--- src/rtl/dr_pkg.sv ---
package dr_pkg;

    typedef enum logic [1:0] {
        RAIL_SPACER = 2'b00,
        RAIL_ZERO   = 2'b01,
        RAIL_ONE    = 2'b10,
        RAIL_BAD    = 2'b11
    } rail_code_e;

    // Number of register levels in the completion tree (at least one).
    function automatic int tree_levels(input int width);
        int lv;
        lv = 0;
        while ((1 << lv) < width) lv++;
        if (lv < 1) lv = 1;
        return lv;
    endfunction

    // Majority of two inputs and the fed-back state.
    function automatic logic c_next(input logic a, input logic b, input logic q);
        return (a & b) | (q & (a | b));
    endfunction

endpackage

--- src/rtl/c_elem.sv ---
module c_elem (
    input  logic clk,
    input  logic rst,
    input  logic a,
    input  logic b,
    output logic q
);
    always_ff @(posedge clk) begin
        if (rst) q <= 1'b0;
        else     q <= dr_pkg::c_next(a, b, q);
    end
endmodule

--- src/rtl/rail_front.sv ---
module rail_front #(
    parameter int W = 8
) (
    input  logic [W-1:0] rail1,
    input  logic [W-1:0] rail0,
    output logic [W-1:0] present,
    output logic [W-1:0] word,
    output logic         bad_any
);
    import dr_pkg::*;

    logic [W-1:0] bad;

    for (genvar i = 0; i < W; i++) begin : g_pair
        rail_code_e code;
        assign code       = rail_code_e'({rail1[i], rail0[i]});
        assign present[i] = (code != RAIL_SPACER);
        assign bad[i]     = (code == RAIL_BAD);
        assign word[i]    = (code == RAIL_ONE) || (code == RAIL_BAD);
    end

    assign bad_any = |bad;
endmodule

--- src/rtl/c_tree.sv ---
module c_tree #(
    parameter int W = 8
) (
    input  logic         clk,
    input  logic         rst,
    input  logic [W-1:0] leaf,
    output logic         root
);
    localparam int LVL = dr_pkg::tree_levels(W);
    localparam int N   = 1 << LVL;

    // Heap layout: node 1 is the root, nodes N..2N-1 are leaves.
    logic [2*N-1:1] nd;

    for (genvar k = 0; k < N; k++) begin : g_leaf
        if (k < W) begin : g_real
            assign nd[N+k] = leaf[k];
        end else begin : g_pad
            assign nd[N+k] = leaf[0];
        end
    end

    for (genvar i = 1; i < N; i++) begin : g_node
        c_elem u_c (
            .clk (clk),
            .rst (rst),
            .a   (nd[2*i]),
            .b   (nd[2*i+1]),
            .q   (nd[i])
        );
    end

    assign root = nd[1];
endmodule

--- src/rtl/dr_done_det.sv ---
module dr_done_det #(
    parameter int W = 8
) (
    input  logic         clk,
    input  logic         rst,
    input  logic [W-1:0] rail1_i,
    input  logic [W-1:0] rail0_i,
    output logic         done_o,
    output logic [W-1:0] data_o,
    output logic         err_o
);
    logic [W-1:0] present;

    rail_front #(.W(W)) u_front (
        .rail1   (rail1_i),
        .rail0   (rail0_i),
        .present (present),
        .word    (data_o),
        .bad_any (err_o)
    );

    c_tree #(.W(W)) u_tree (
        .clk  (clk),
        .rst  (rst),
        .leaf (present),
        .root (done_o)
    );
endmodule

--- config.mk ---
export PLATFORM = sky130hd
export DESIGN_NAME = dr_done_det
export DESIGN_NICKNAME = d
export VERILOG_FILES = /design/src/rtl/dr_pkg.sv /design/src/rtl/c_elem.sv /design/src/rtl/rail_front.sv /design/src/rtl/c_tree.sv /design/src/rtl/dr_done_det.sv
export SDC_FILE = /design/constraint.sdc
export NUM_CORES = 1
export LEC_CHECK = 0
export BUFFER_PORTS_ARGS = -buffer_cell sky130_fd_sc_hd__buf_2
export CORE_AREA = 2 2 39 41
export CTS_CLUSTER_DIAMETER = 80
export DETAILED_ROUTE_END_ITERATION = 8
export DIE_AREA = 0 0 41 43
export PLACE_DENSITY = 0.66
export SLEW_MARGIN = 20
export SYNTH_ARGS = -nofsm -noshare
export SYNTH_HDL_FRONTEND = slang
export SYNTH_SLANG_ARGS = --single-unit
--- constraint.sdc ---
create_clock -name clk -period 1.02 [get_ports clk]
set_input_delay 0.051 -clock clk [delete_from_list [all_inputs] [get_ports clk]]
set_output_delay 0.051 -clock clk [all_outputs]
set_load 0.005 [all_outputs]
## Word-level counts from Yosys, hierarchy flattened

Cells that the tools add are included.

| storage, ports and cells | value |
|---|---|
| flip-flop bits (word level) | 7 |
| input bits | 18 |
| output and inout port bits | 10 |
| word-level logic and storage cells | 68 |

| cells by class | value |
|---|---|
| equality and inequality tests | 16 |
| bitwise gates (word level) | 28 |
| reductions and logical operators | 17 |

Operator list:

| cell | number |
|---|---|
| 2-bit == test, second input constant | 16 |
| 2-bit nonzero test | 8 |
| 1-bit bitwise AND | 14 |
| 1-bit bitwise OR | 14 |
| 1-bit logical OR | 8 |
| 8-bit OR reduction | 1 |

## Longest topological paths before layout

Gate-level depths: netlist (run 1).

| depth | value |
|---|---|
| depth after elaboration | 4 |
| depth in mapped cells | 2 |
| mapped depth without buffers | 2 |

## Hierarchy

A second synthesis (run 1) with hierarchy kept.

| second synthesis, totals | value |
|---|---|
| cells, all modules | 49 |
| area, all modules | 352.8 µm² |

Modules (own cells, without submodules):

| module | times used | cells each | area an instance (µm²) | seq. area each (µm²) |
|---|---|---|---|---|
| c_elem | 7 | 4 | 33.8 | 20.0 |
| rail_front | 1 | 21 | 116.4 | 0.0 |

## Worst setup path before layout (run 1)

Ideal clock, no wire load.

| timing | value |
|---|---|
| kind | reg2reg |
| from | register u_tree.g_node[6].u_c.q |
| to | register u_tree.g_node[6].u_c.q |
| library setup time | 124 ps |
| data arrival time | 637 ps |
| required time | 896 ps |
| setup slack | 259 ps |
| stages on the path, launching flop included | 3 |
| buffers on the path | 0 |
| period minus slack after synthesis | 761 ps |
| cells stage by stage | dfxtp_1 o32ai_1 a21oi_1 |

| between the ends | value |
|---|---|
| word-level cells in the longest chain between the ends | 2 |

RTL lines:

| item | RTL line | text |
|---|---|---|
| from (decl) | c_elem.sv:6 | `output logic q` |
| from (signal assigned) | c_elem.sv:10 | `else q <= dr_pkg::c_next(a, b, q);` |
| 1-bit bitwise AND | dr_pkg.sv:21 | `return (a & b) \| (q & (a \| b));` |
| 1-bit bitwise OR | dr_pkg.sv:21 |  |

No other way between the ends.
A chain may end at the register's enable or synchronous reset.

## Final worst setup path (run 1)

Same ends and word-level chain as after synthesis.

==> report_table.html, run 1 <==
<table>
<tr><th>Metric</th><th>Value</th></tr>
<tr><th colspan="2">Synthesis</th></tr>
<tr><td>Sequential-to-total area share from yosys stat</td><td>0.423</td></tr>
<tr><td>Cells after synthesis</td><td>between 40 and 50</td></tr>
<tr><td>Number of warnings reported in the yosys synthesis log</td><td>0</td></tr>
<tr><td>Top cells by area, synth</td><td>dfxtp_1 (42%), a21oi_1 (11%), o21ai_0 (9.1%)</td></tr>
<tr><td>Synthesized Nets</td><td>slightly below 60</td></tr>
<tr><td>Distinct cells, synth</td><td>10</td></tr>
<tr><td>Commonest cells post-synth</td><td>clkbuf_1 (8), a21oi_1 (7), dfxtp_1 (7)</td></tr>
<tr><td>Most common cell in the netlist</td><td>clkbuf_1</td></tr>
<tr><td>Syn avg cell area</td><td>between 8 and 9 µm²</td></tr>
<tr><td>Cell taking the most area after synthesis</td><td>dfxtp_1</td></tr>
<tr><td>Number of enable flip-flop cells after synthesis</td><td>0</td></tr>
<tr><td>#FFs+latches synth</td><td>7</td></tr>
<tr><td>Share of synthesized flip-flops with an asynchronous set or reset</td><td>0</td></tr>
<tr><td>Area of the mapped netlist</td><td>approximately 330 µm²</td></tr>
<tr><td>Fraction of post-synthesis cell area in the top cell type by area</td><td>0.423</td></tr>
<tr><td>Most common flop cell mapped by yosys</td><td>dfxtp_1</td></tr>
<tr><th colspan="2">Worst setup path</th></tr>
<tr><td>Type of the setup path with the least slack</td><td>flop to flop</td></tr>
<tr><td>Startpoint of the worst register-to-register path</td><td>u_tree.g_node[6].u_c.q</td></tr>
<tr><td>Worst path required time</td><td>about 1.2 ns</td></tr>
<tr><td>Highest fanout seen on the critical path</td><td>4</td></tr>
<tr><td>Worst path arrival time</td><td>around 0.94 ns</td></tr>
<tr><td>Origin of the worst setup path</td><td>u_tree.g_node[6].u_c.q</td></tr>
<tr><td>Startpoint types</td><td>flop</td></tr>
<tr><td>CP endpoint kind</td><td>flop</td></tr>
<tr><th colspan="2">Cells and area</th></tr>
<tr><td>Register with the highest flop count</td><td>u_tree.g_node.u_c.q</td></tr>
<tr><td>Ratio of cells with drive above 1 in the final layout</td><td>0.484</td></tr>
<tr><td>Diodes inserted</td><td>0</td></tr>
<tr><td>Max reg flops</td><td>7</td></tr>
<tr><td>Largest registers</td><td>u_tree.g_node.u_c.q (7)</td></tr>
<tr><td>Post-route cell area</td><td>roughly 480 µm²</td></tr>
<tr><td>Post-layout util</td><td>0.349</td></tr>
<tr><td>Signed area change from the synthesized netlist to the final layout</td><td>45.7%</td></tr>
<tr><td>Total number of nets in the final design</td><td>83</td></tr>
<tr><td>Fill count</td><td>between 100 and 150</td></tr>
<tr><td>Final cell count without fillers</td><td>80</td></tr>
<tr><th colspan="2">Timing</th></tr>
<tr><td>RSZ-0062 raised after global routing</td><td>false</td></tr>
<tr><td>Fmax achieved</td><td>around 1.2 GHz</td></tr>
<tr><td>Clock Skews</td><td>0.00106 ns</td></tr>
<tr><td>Final-report setup violation count</td><td>0</td></tr>
<tr><td>Worst relative slew slack</td><td>0.837</td></tr>
<tr><td>Slew @ Worst Pin</td><td>roughly 0.24 ns</td></tr>
<tr><td>Sum of negative setup slack</td><td>0 ns</td></tr>
<tr><td>Period minus WS final</td><td>approximately 0.81 ns</td></tr>
<tr><td>Slew Limit Fails</td><td>0</td></tr>
<tr><td>Tcrit/Tclk final</td><td>0.791</td></tr>
<tr><td>Final Hold Fails</td><td>0</td></tr>
<tr><td>Least setup slack across all paths after layout</td><td>0.213 ns</td></tr>
<tr><th colspan="2">Outcome</th></tr>
<tr><td>Result of the run</td><td>finished, final reports clean</td></tr>
<tr><th colspan="2">Floorplanning</th></tr>
<tr><td>Number of rows created at floorplan</td><td>14</td></tr>
<tr><td>Die Span X</td><td>41 µm</td></tr>
<tr><td>Die ar.</td><td>~1800 µm²</td></tr>
<tr><td>DIE HEIGHT</td><td>43 µm</td></tr>
<tr><td>Floorplan core area</td><td>roughly 1400 µm²</td></tr>
<tr><td>Starting density of the core</td><td>0.240</td></tr>
<tr><td>I/O pins</td><td>28</td></tr>
<tr><th colspan="2">Power</th></tr>
<tr><td>Power density of the placed cells</td><td>about 1400 nW/µm²</td></tr>
<tr><td>Largest voltage drop on the vdd net</td><td>between 600 and 700 µV</td></tr>
<tr><td>Leakage dissipation</td><td>0.216 nW</td></tr>
<tr><th colspan="2">Clock tree</th></tr>
<tr><td>Count of cells resized by post-cts repair</td><td>0</td></tr>
<tr><td>Worst skew pair latency</td><td>0.25 ns</td></tr>
<tr><td>Post-cts hold buffer count</td><td>0</td></tr>
<tr><td>Max Buffers Root-to-Sink</td><td>2</td></tr>
<tr><td>Number of buffers created by CTS</td><td>3</td></tr>
<tr><td>Clock Tree Root</td><td>clkbuf_4</td></tr>
<tr><td>Number of clock sinks</td><td>7</td></tr>
<tr><td>Register clock-pin slew on the reported worst setup and hold paths</td><td>about 0.05 ns</td></tr>
<tr><td>Number of H-tree branching levels</td><td>1</td></tr>
<tr><td>Setup Buffers After CTS</td><td>0</td></tr>
<tr><td>TritonCTS clock tree</td><td>built</td></tr>
<tr><th colspan="2">Job</th></tr>
<tr><td>Reported max-cap violation count</td><td>0</td></tr>
<tr><th colspan="2">Drt</th></tr>
<tr><td>Number of detailed-routing iterations run before antenna repair</td><td>2</td></tr>
<tr><td>Average wire per standard cell</td><td>10.4 µm</td></tr>
<tr><td>Final antenna-violating net count</td><td>0</td></tr>
<tr><td>DR vias</td><td>403</td></tr>
<tr><td>Detailed router's first-iteration violation count</td><td>4</td></tr>
<tr><td>Total length of routed wires</td><td>835 µm</td></tr>
<tr><td>DRC violation count after routing</td><td>0</td></tr>
<tr><td>Detail-routed via count per cell</td><td>~5.0</td></tr>
<tr><th colspan="2">Place</th></tr>
<tr><td>Post-Place Worst Slack</td><td>~0.22 ns</td></tr>
<tr><td>Placer's final routability congestion estimate</td><td>~0.73</td></tr>
<tr><td>Placed Cells</td><td>76</td></tr>
<tr><td>Placed Area</td><td>about 460 µm²</td></tr>
<tr><td>Port Buffer Count</td><td>27</td></tr>
<tr><th colspan="2">Hold path</th></tr>
<tr><td>Class of the most critical hold timing path</td><td>primary input to flop</td></tr>
<tr><td>Hold Crit Start</td><td>rst</td></tr>
<tr><th colspan="2">Global routing</th></tr>
<tr><td>Wire length of the first global-routing pass</td><td>around 1400 µm</td></tr>
<tr><td>Total GRT Usage</td><td>0.123</td></tr>
<tr><td>Total congestion overflow after global routing</td><td>0</td></tr>
<tr><td>Initial antenna violation count</td><td>0</td></tr>
<tr><td>Pin count of the biggest net entering global routing</td><td>8</td></tr>
<tr><td>Vias in the first global route</td><td>~360</td></tr>
</table>
worst paths after layout:
kind | to | slack, ns | depth (start not counted)
max | u_tree.g_node[6].u_c.q | 0.21 | 2
min reg2reg | u_tree.g_node[1].u_c.q | 0.47 | 2
min | u_tree.g_node[4].u_c.q | 0.05 | 2
max reg2reg | u_tree.g_node[6].u_c.q | 0.21 | 2
cell type report:
cell class / instances / area [µm²] / area share
multi-input combinational: 26 / 161 / 0.334
sequential: 7 / 140 / 0.290
timing repair buffer: 27 / 135 / 0.280
clock buffer: 4 / 26.3 / 0.0544
tap: 16 / 20.0 / 0.0415
per-layer routing:
layer  share of wire  global-route usage  wire (µm)  vias to the layer above
li1                -                   -          -                      199
met1            0.43               0.155        363                      180
met2            0.47               0.166        389                       20
met3           0.078              0.0628         65                        4
met4           0.019              0.0600         16                        0
met5               0                   0          0                        -
per-stage QoR:
step	hold WS (ns)	power [mW]
floorplan	0.120	0.359
global placement	0.301	0.425
detailed placement	0.302	0.428
CTS	0.0484	0.691
global route	0.0619	0.721
finish	0.0549	0.671
worst max-delay path, cell delays in order (launching register included):
cell	delay [ns]
dfxtp_1	0.32
o32ai_1	0.27
a21oi_1	0.10
power by group:
group / total, mW / switching (mW) / internal, mW
logic: 0.115 / 0.0542 / 0.0606
registers: 0.307 / 0.0144 / 0.293
clock network: 0.249 / 0.100 / 0.149
cell usage in the layout (no fill, tap or decap):
cell type / netlist / final
nand4_1: 1 / 1
clkbuf_4: 0 / 3
nand2_1: 3 / 3
a21oi_1: 7 / 7
o22ai_1: 1 / 1
a22oi_1: 4 / 4
dfxtp_1: 7 / 7
o41ai_2: 1 / 1
buf_2: 0 / 27
o21ai_0: 6 / 6
o32ai_1: 3 / 3
clkbuf_1: 8 / 1
kinds of logic (layout without fill, tap and decap cells):
family                 count (synthesis)  after routing  share of synthesized area
AO/OA/AOI/OAI                         22             22                      0.434
flip-flops                             7              7                      0.423
buffers and inverters                  8             31                     0.0906
AND/OR/NAND/NOR                        4              4                     0.0528
No activity file was read; power rests on OpenSTA's default activity.
==> inputs of run 2 (changes only) <==
==> constraint.sdc (replaced) <==
create_clock -name clk -period 0.8 [get_ports clk]
set_input_delay 0.04 -clock clk [delete_from_list [all_inputs] [get_ports clk]]
set_output_delay 0.04 -clock clk [all_outputs]
set_load 0.005 [all_outputs]
==> report_table.html, run 2 (synthesis gave the netlist of run 1 again) <==
<table>
<tr><th>Metric</th><th>Value</th></tr>
<tr><th colspan="2">Cells and area</th></tr>
<tr><td>Ratio of cells with drive above 1 in the final layout</td><td>0.547 (was 0.484)</td></tr>
<tr><td>Diodes inserted</td><td>0 (unchanged)</td></tr>
<tr><td>Final cell count without fillers</td><td>80 (unchanged)</td></tr>
<tr><td>Post-layout util</td><td>0.366 (was 0.349)</td></tr>
<tr><td>Most common cell after layout, fill and taps aside</td><td>buf_2 (unchanged)</td></tr>
<tr><td>Total number of nets in the final design</td><td>83 (unchanged)</td></tr>
<tr><td>Highest-count cells in the layout ignoring fill and taps</td><td>buf_2 (27), a21oi_1 (7), dfxtp_1 (6), o21ai_0 (5), a22oi_1 (4) (was buf_2 (27), a21oi_1 (7), dfxtp_1 (7), o21ai_0 (6), a22oi_1 (4))</td></tr>
<tr><td>Post-route cell area</td><td>507 µm² (was 483 µm²)</td></tr>
<tr><td>Largest registers</td><td>u_tree.g_node.u_c.q (7) (unchanged)</td></tr>
<tr><td>Register with the highest flop count</td><td>u_tree.g_node.u_c.q (unchanged)</td></tr>
<tr><td>Max reg flops</td><td>7 (unchanged)</td></tr>
<tr><td>Signed area change from the synthesized netlist to the final layout</td><td>52.8% (was 45.7%)</td></tr>
<tr><th colspan="2">Timing</th></tr>
<tr><td>Sum of negative setup slack</td><td>0 ns (unchanged)</td></tr>
<tr><td>Slew Limit Fails</td><td>0 (unchanged)</td></tr>
<tr><td>RSZ-0062 raised after global routing</td><td>false (unchanged)</td></tr>
<tr><td>Fmax achieved</td><td>1.34 GHz</td></tr>
<tr><td>Clock Skews</td><td>0.000635 ns (was 0.00106 ns)</td></tr>
<tr><td>Period minus WS final</td><td>between 0.7 and 0.8 ns</td></tr>
<tr><td>Slew @ Worst Pin</td><td>0.241 ns (about the same)</td></tr>
<tr><td>Hold slack final</td><td>0.0460 ns (was 0.0549 ns)</td></tr>
<tr><td>Least setup slack across all paths after layout</td><td>0.0559 ns (was 0.213 ns)</td></tr>
<tr><td>Final-report setup violation count</td><td>0 (unchanged)</td></tr>
<tr><td>Final Hold Fails</td><td>0 (unchanged)</td></tr>
<tr><td>Worst relative slew slack</td><td>0.837 (about the same)</td></tr>
<tr><td>Tcrit/Tclk final</td><td>0.930</td></tr>
<tr><th colspan="2">Worst setup path</th></tr>
<tr><td>Startpoint of the worst register-to-register path</td><td>u_tree.g_node[4].u_c.q (was u_tree.g_node[6].u_c.q)</td></tr>
<tr><td>Startpoint types</td><td>flop (unchanged)</td></tr>
<tr><td>Highest fanout seen on the critical path</td><td>3 (was 4)</td></tr>
<tr><td>CP endpoint kind</td><td>output port (was flop)</td></tr>
<tr><td>Type of the setup path with the least slack</td><td>flop to output port (was flop to flop)</td></tr>
<tr><td>Crit-path leading delay family</td><td>flip-flops (was compound AO/OA/AOI/OAI gates)</td></tr>
<tr><td>Slowest-stage cell, CP</td><td>dfxtp_1 (unchanged)</td></tr>
<tr><td>Worst path required time</td><td>0.76 ns (was 1.15 ns)</td></tr>
<tr><td>Critical Path, Cell by Cell</td><td>buf_2 (was o32ai_1, a21oi_1)</td></tr>
<tr><td>Worst path arrival time</td><td>0.70 ns (was 0.94 ns)</td></tr>
<tr><td>Largest incremental delay on the critical path</td><td>0.34 ns (was 0.32 ns)</td></tr>
<tr><td>Sum of buffers and inverters on the critical path</td><td>1 (was 0)</td></tr>
<tr><td>Reg2reg path depth</td><td>2 (unchanged)</td></tr>
<tr><td>Endpoint of the worst-slack reg-to-reg timing path</td><td>u_tree.g_node[4].u_c.q (was u_tree.g_node[6].u_c.q)</td></tr>
<tr><td>Slack of the worst reg-to-reg path</td><td>0.06 ns (was 0.21 ns)</td></tr>
<tr><th colspan="2">Floorplanning</th></tr>
<tr><td>DIE HEIGHT</td><td>43 µm (unchanged)</td></tr>
<tr><td>Die ar.</td><td>1760 µm² (unchanged)</td></tr>
<tr><td>Floorplan core area</td><td>1380 µm² (unchanged)</td></tr>
<tr><td>I/O pins</td><td>28 (unchanged)</td></tr>
<tr><td>Number of rows created at floorplan</td><td>14 (unchanged)</td></tr>
<tr><td>Die Span X</td><td>41 µm (unchanged)</td></tr>
<tr><td>Starting density of the core</td><td>0.240 (unchanged)</td></tr>
<tr><th colspan="2">Drt</th></tr>
<tr><td>DR vias</td><td>399 (was 403)</td></tr>
<tr><td>Total length of routed wires</td><td>904 µm (was 835 µm)</td></tr>
<tr><td>Final antenna-violating net count</td><td>0 (unchanged)</td></tr>
<tr><td>Detail-routed via count per cell</td><td>4.99 (was 5.04)</td></tr>
<tr><td>Detailed router's first-iteration violation count</td><td>4 (unchanged)</td></tr>
<tr><td>DRC violation count after routing</td><td>0 (unchanged)</td></tr>
<tr><td>Number of detailed-routing iterations run before antenna repair</td><td>3 (was 2)</td></tr>
<tr><td>Average wire per standard cell</td><td>11.3 µm (was 10.4 µm)</td></tr>
<tr><th colspan="2">Place</th></tr>
<tr><td>Post-Place Worst Slack</td><td>0.000647 ns (was 0.221 ns)</td></tr>
<tr><td>Placed Cells</td><td>76 (unchanged)</td></tr>
<tr><td>Placed Area</td><td>457 µm² (unchanged)</td></tr>
<tr><td>Placer's final routability congestion estimate</td><td>0.735 (unchanged)</td></tr>
<tr><td>Port Buffer Count</td><td>27 (unchanged)</td></tr>
<tr><th colspan="2">Clock tree</th></tr>
<tr><td>Worst skew pair latency</td><td>0.25 ns (about the same)</td></tr>
<tr><td>TritonCTS clock tree</td><td>built (unchanged)</td></tr>
<tr><td>Setup Buffers After CTS</td><td>0 (unchanged)</td></tr>
<tr><td>Clock Tree Root</td><td>clkbuf_4 (unchanged)</td></tr>
<tr><td>Register clock-pin slew on the reported worst setup and hold paths</td><td>0.05 ns (about the same)</td></tr>
<tr><td>Max Buffers Root-to-Sink</td><td>2 (unchanged)</td></tr>
<tr><td>Number of clock sinks</td><td>7 (unchanged)</td></tr>
<tr><td>Number of H-tree branching levels</td><td>1 (unchanged)</td></tr>
<tr><td>Number of buffers created by CTS</td><td>3 (unchanged)</td></tr>
<tr><th colspan="2">Global routing</th></tr>
<tr><td>Vias in the first global route</td><td>381 (was 362)</td></tr>
<tr><td>Total GRT Usage</td><td>0.128 (was 0.123)</td></tr>
<tr><td>Total congestion overflow after global routing</td><td>0 (unchanged)</td></tr>
<tr><td>Wire length of the first global-routing pass</td><td>1510 µm (was 1440 µm)</td></tr>
<tr><td>Initial antenna violation count</td><td>0 (unchanged)</td></tr>
<tr><td>Pin count of the biggest net entering global routing</td><td>8 (unchanged)</td></tr>
<tr><th colspan="2">Hold path</th></tr>
<tr><td>Hold Crit Start</td><td>rst (unchanged)</td></tr>
<tr><td>Destination of the worst hold path</td><td>u_tree.g_node[6].u_c.q (was u_tree.g_node[4].u_c.q)</td></tr>
<tr><td>Class of the most critical hold timing path</td><td>primary input to flop (unchanged)</td></tr>
<tr><td>Count of cells along the worst hold path</td><td>2 (unchanged)</td></tr>
<tr><th colspan="2">Job</th></tr>
<tr><td>Reported max-cap violation count</td><td>0 (unchanged)</td></tr>
<tr><th colspan="2">Power</th></tr>
<tr><td>Total design power</td><td>0.877 mW (was 0.671 mW)</td></tr>
<tr><td>Leakage dissipation</td><td>0.222 nW (was 0.216 nW)</td></tr>
<tr><td>Power density of the placed cells</td><td>1730 nW/µm² (was 1390 nW/µm²)</td></tr>
<tr><td>Largest voltage drop on the vdd net</td><td>834 µV (was 627 µV)</td></tr>
<tr><th colspan="2">Outcome</th></tr>
<tr><td>Result of the run</td><td>finished, final reports clean (unchanged)</td></tr>
</table>
run 2: power by group:
| group | internal (mW) | leakage, nW | switching (mW) |
|---|---|---|---|
| sequential | 0.374 | 0.0582 | 0.0214 |
| clock | 0.190 | 0.0150 | 0.131 |
| combinational | 0.0843 | 0.149 | 0.0759 |
run 2: area by class of cell:
cell class	instances	area, µm²
Multi-Input combinational cell	26	184
Tap cell	16	20.0
Fill cell	147	877
Sequential cell	7	141
Timing Repair Buffer	27	135
Clock buffer	4	26.3
run 2: how the worst max path moves through the flow:
stage | from | end | slack [ns] | cells after the start
after floorplan | u_tree.g_node[6].u_c.q | u_tree.g_node[6].u_c.q | 0.04 | 2
after global placement | u_tree.g_node[6].u_c.q | u_tree.g_node[6].u_c.q | 0.03 | 2
after detailed placement | u_tree.g_node[6].u_c.q | u_tree.g_node[6].u_c.q | 0.0006 | 2
after CTS | u_tree.g_node[6].u_c.q | u_tree.g_node[6].u_c.q | 0.01 | 2
after global routing | u_tree.g_node[1].u_c.q | done_o | 0.005 | 1
final | u_tree.g_node[1].u_c.q | done_o | 0.06 | 1
run 2: routing by layer:
layer | share of wire | global-route usage | routed length [µm]
met4 | 0.018 | 0.0600 | 16
met3 | 0.074 | 0.0628 | 67
met1 | 0.41 | 0.152 | 374
met5 | 0 | 0 | 0
met2 | 0.49 | 0.184 | 445
run 2: what timing repair did:
item                                    4_1_cts  5_1_grt
pin swaps                                     0        2
gates resized for setup                       1        4
endpoints found under the setup margin        1        3
hold buffers                                  0        0
run 2: worst register-to-register path: stages (launching register included):
cell and delay [ns]:
dfxtp_1 0.33, o32ai_2 0.21, a21oi_1 0.09
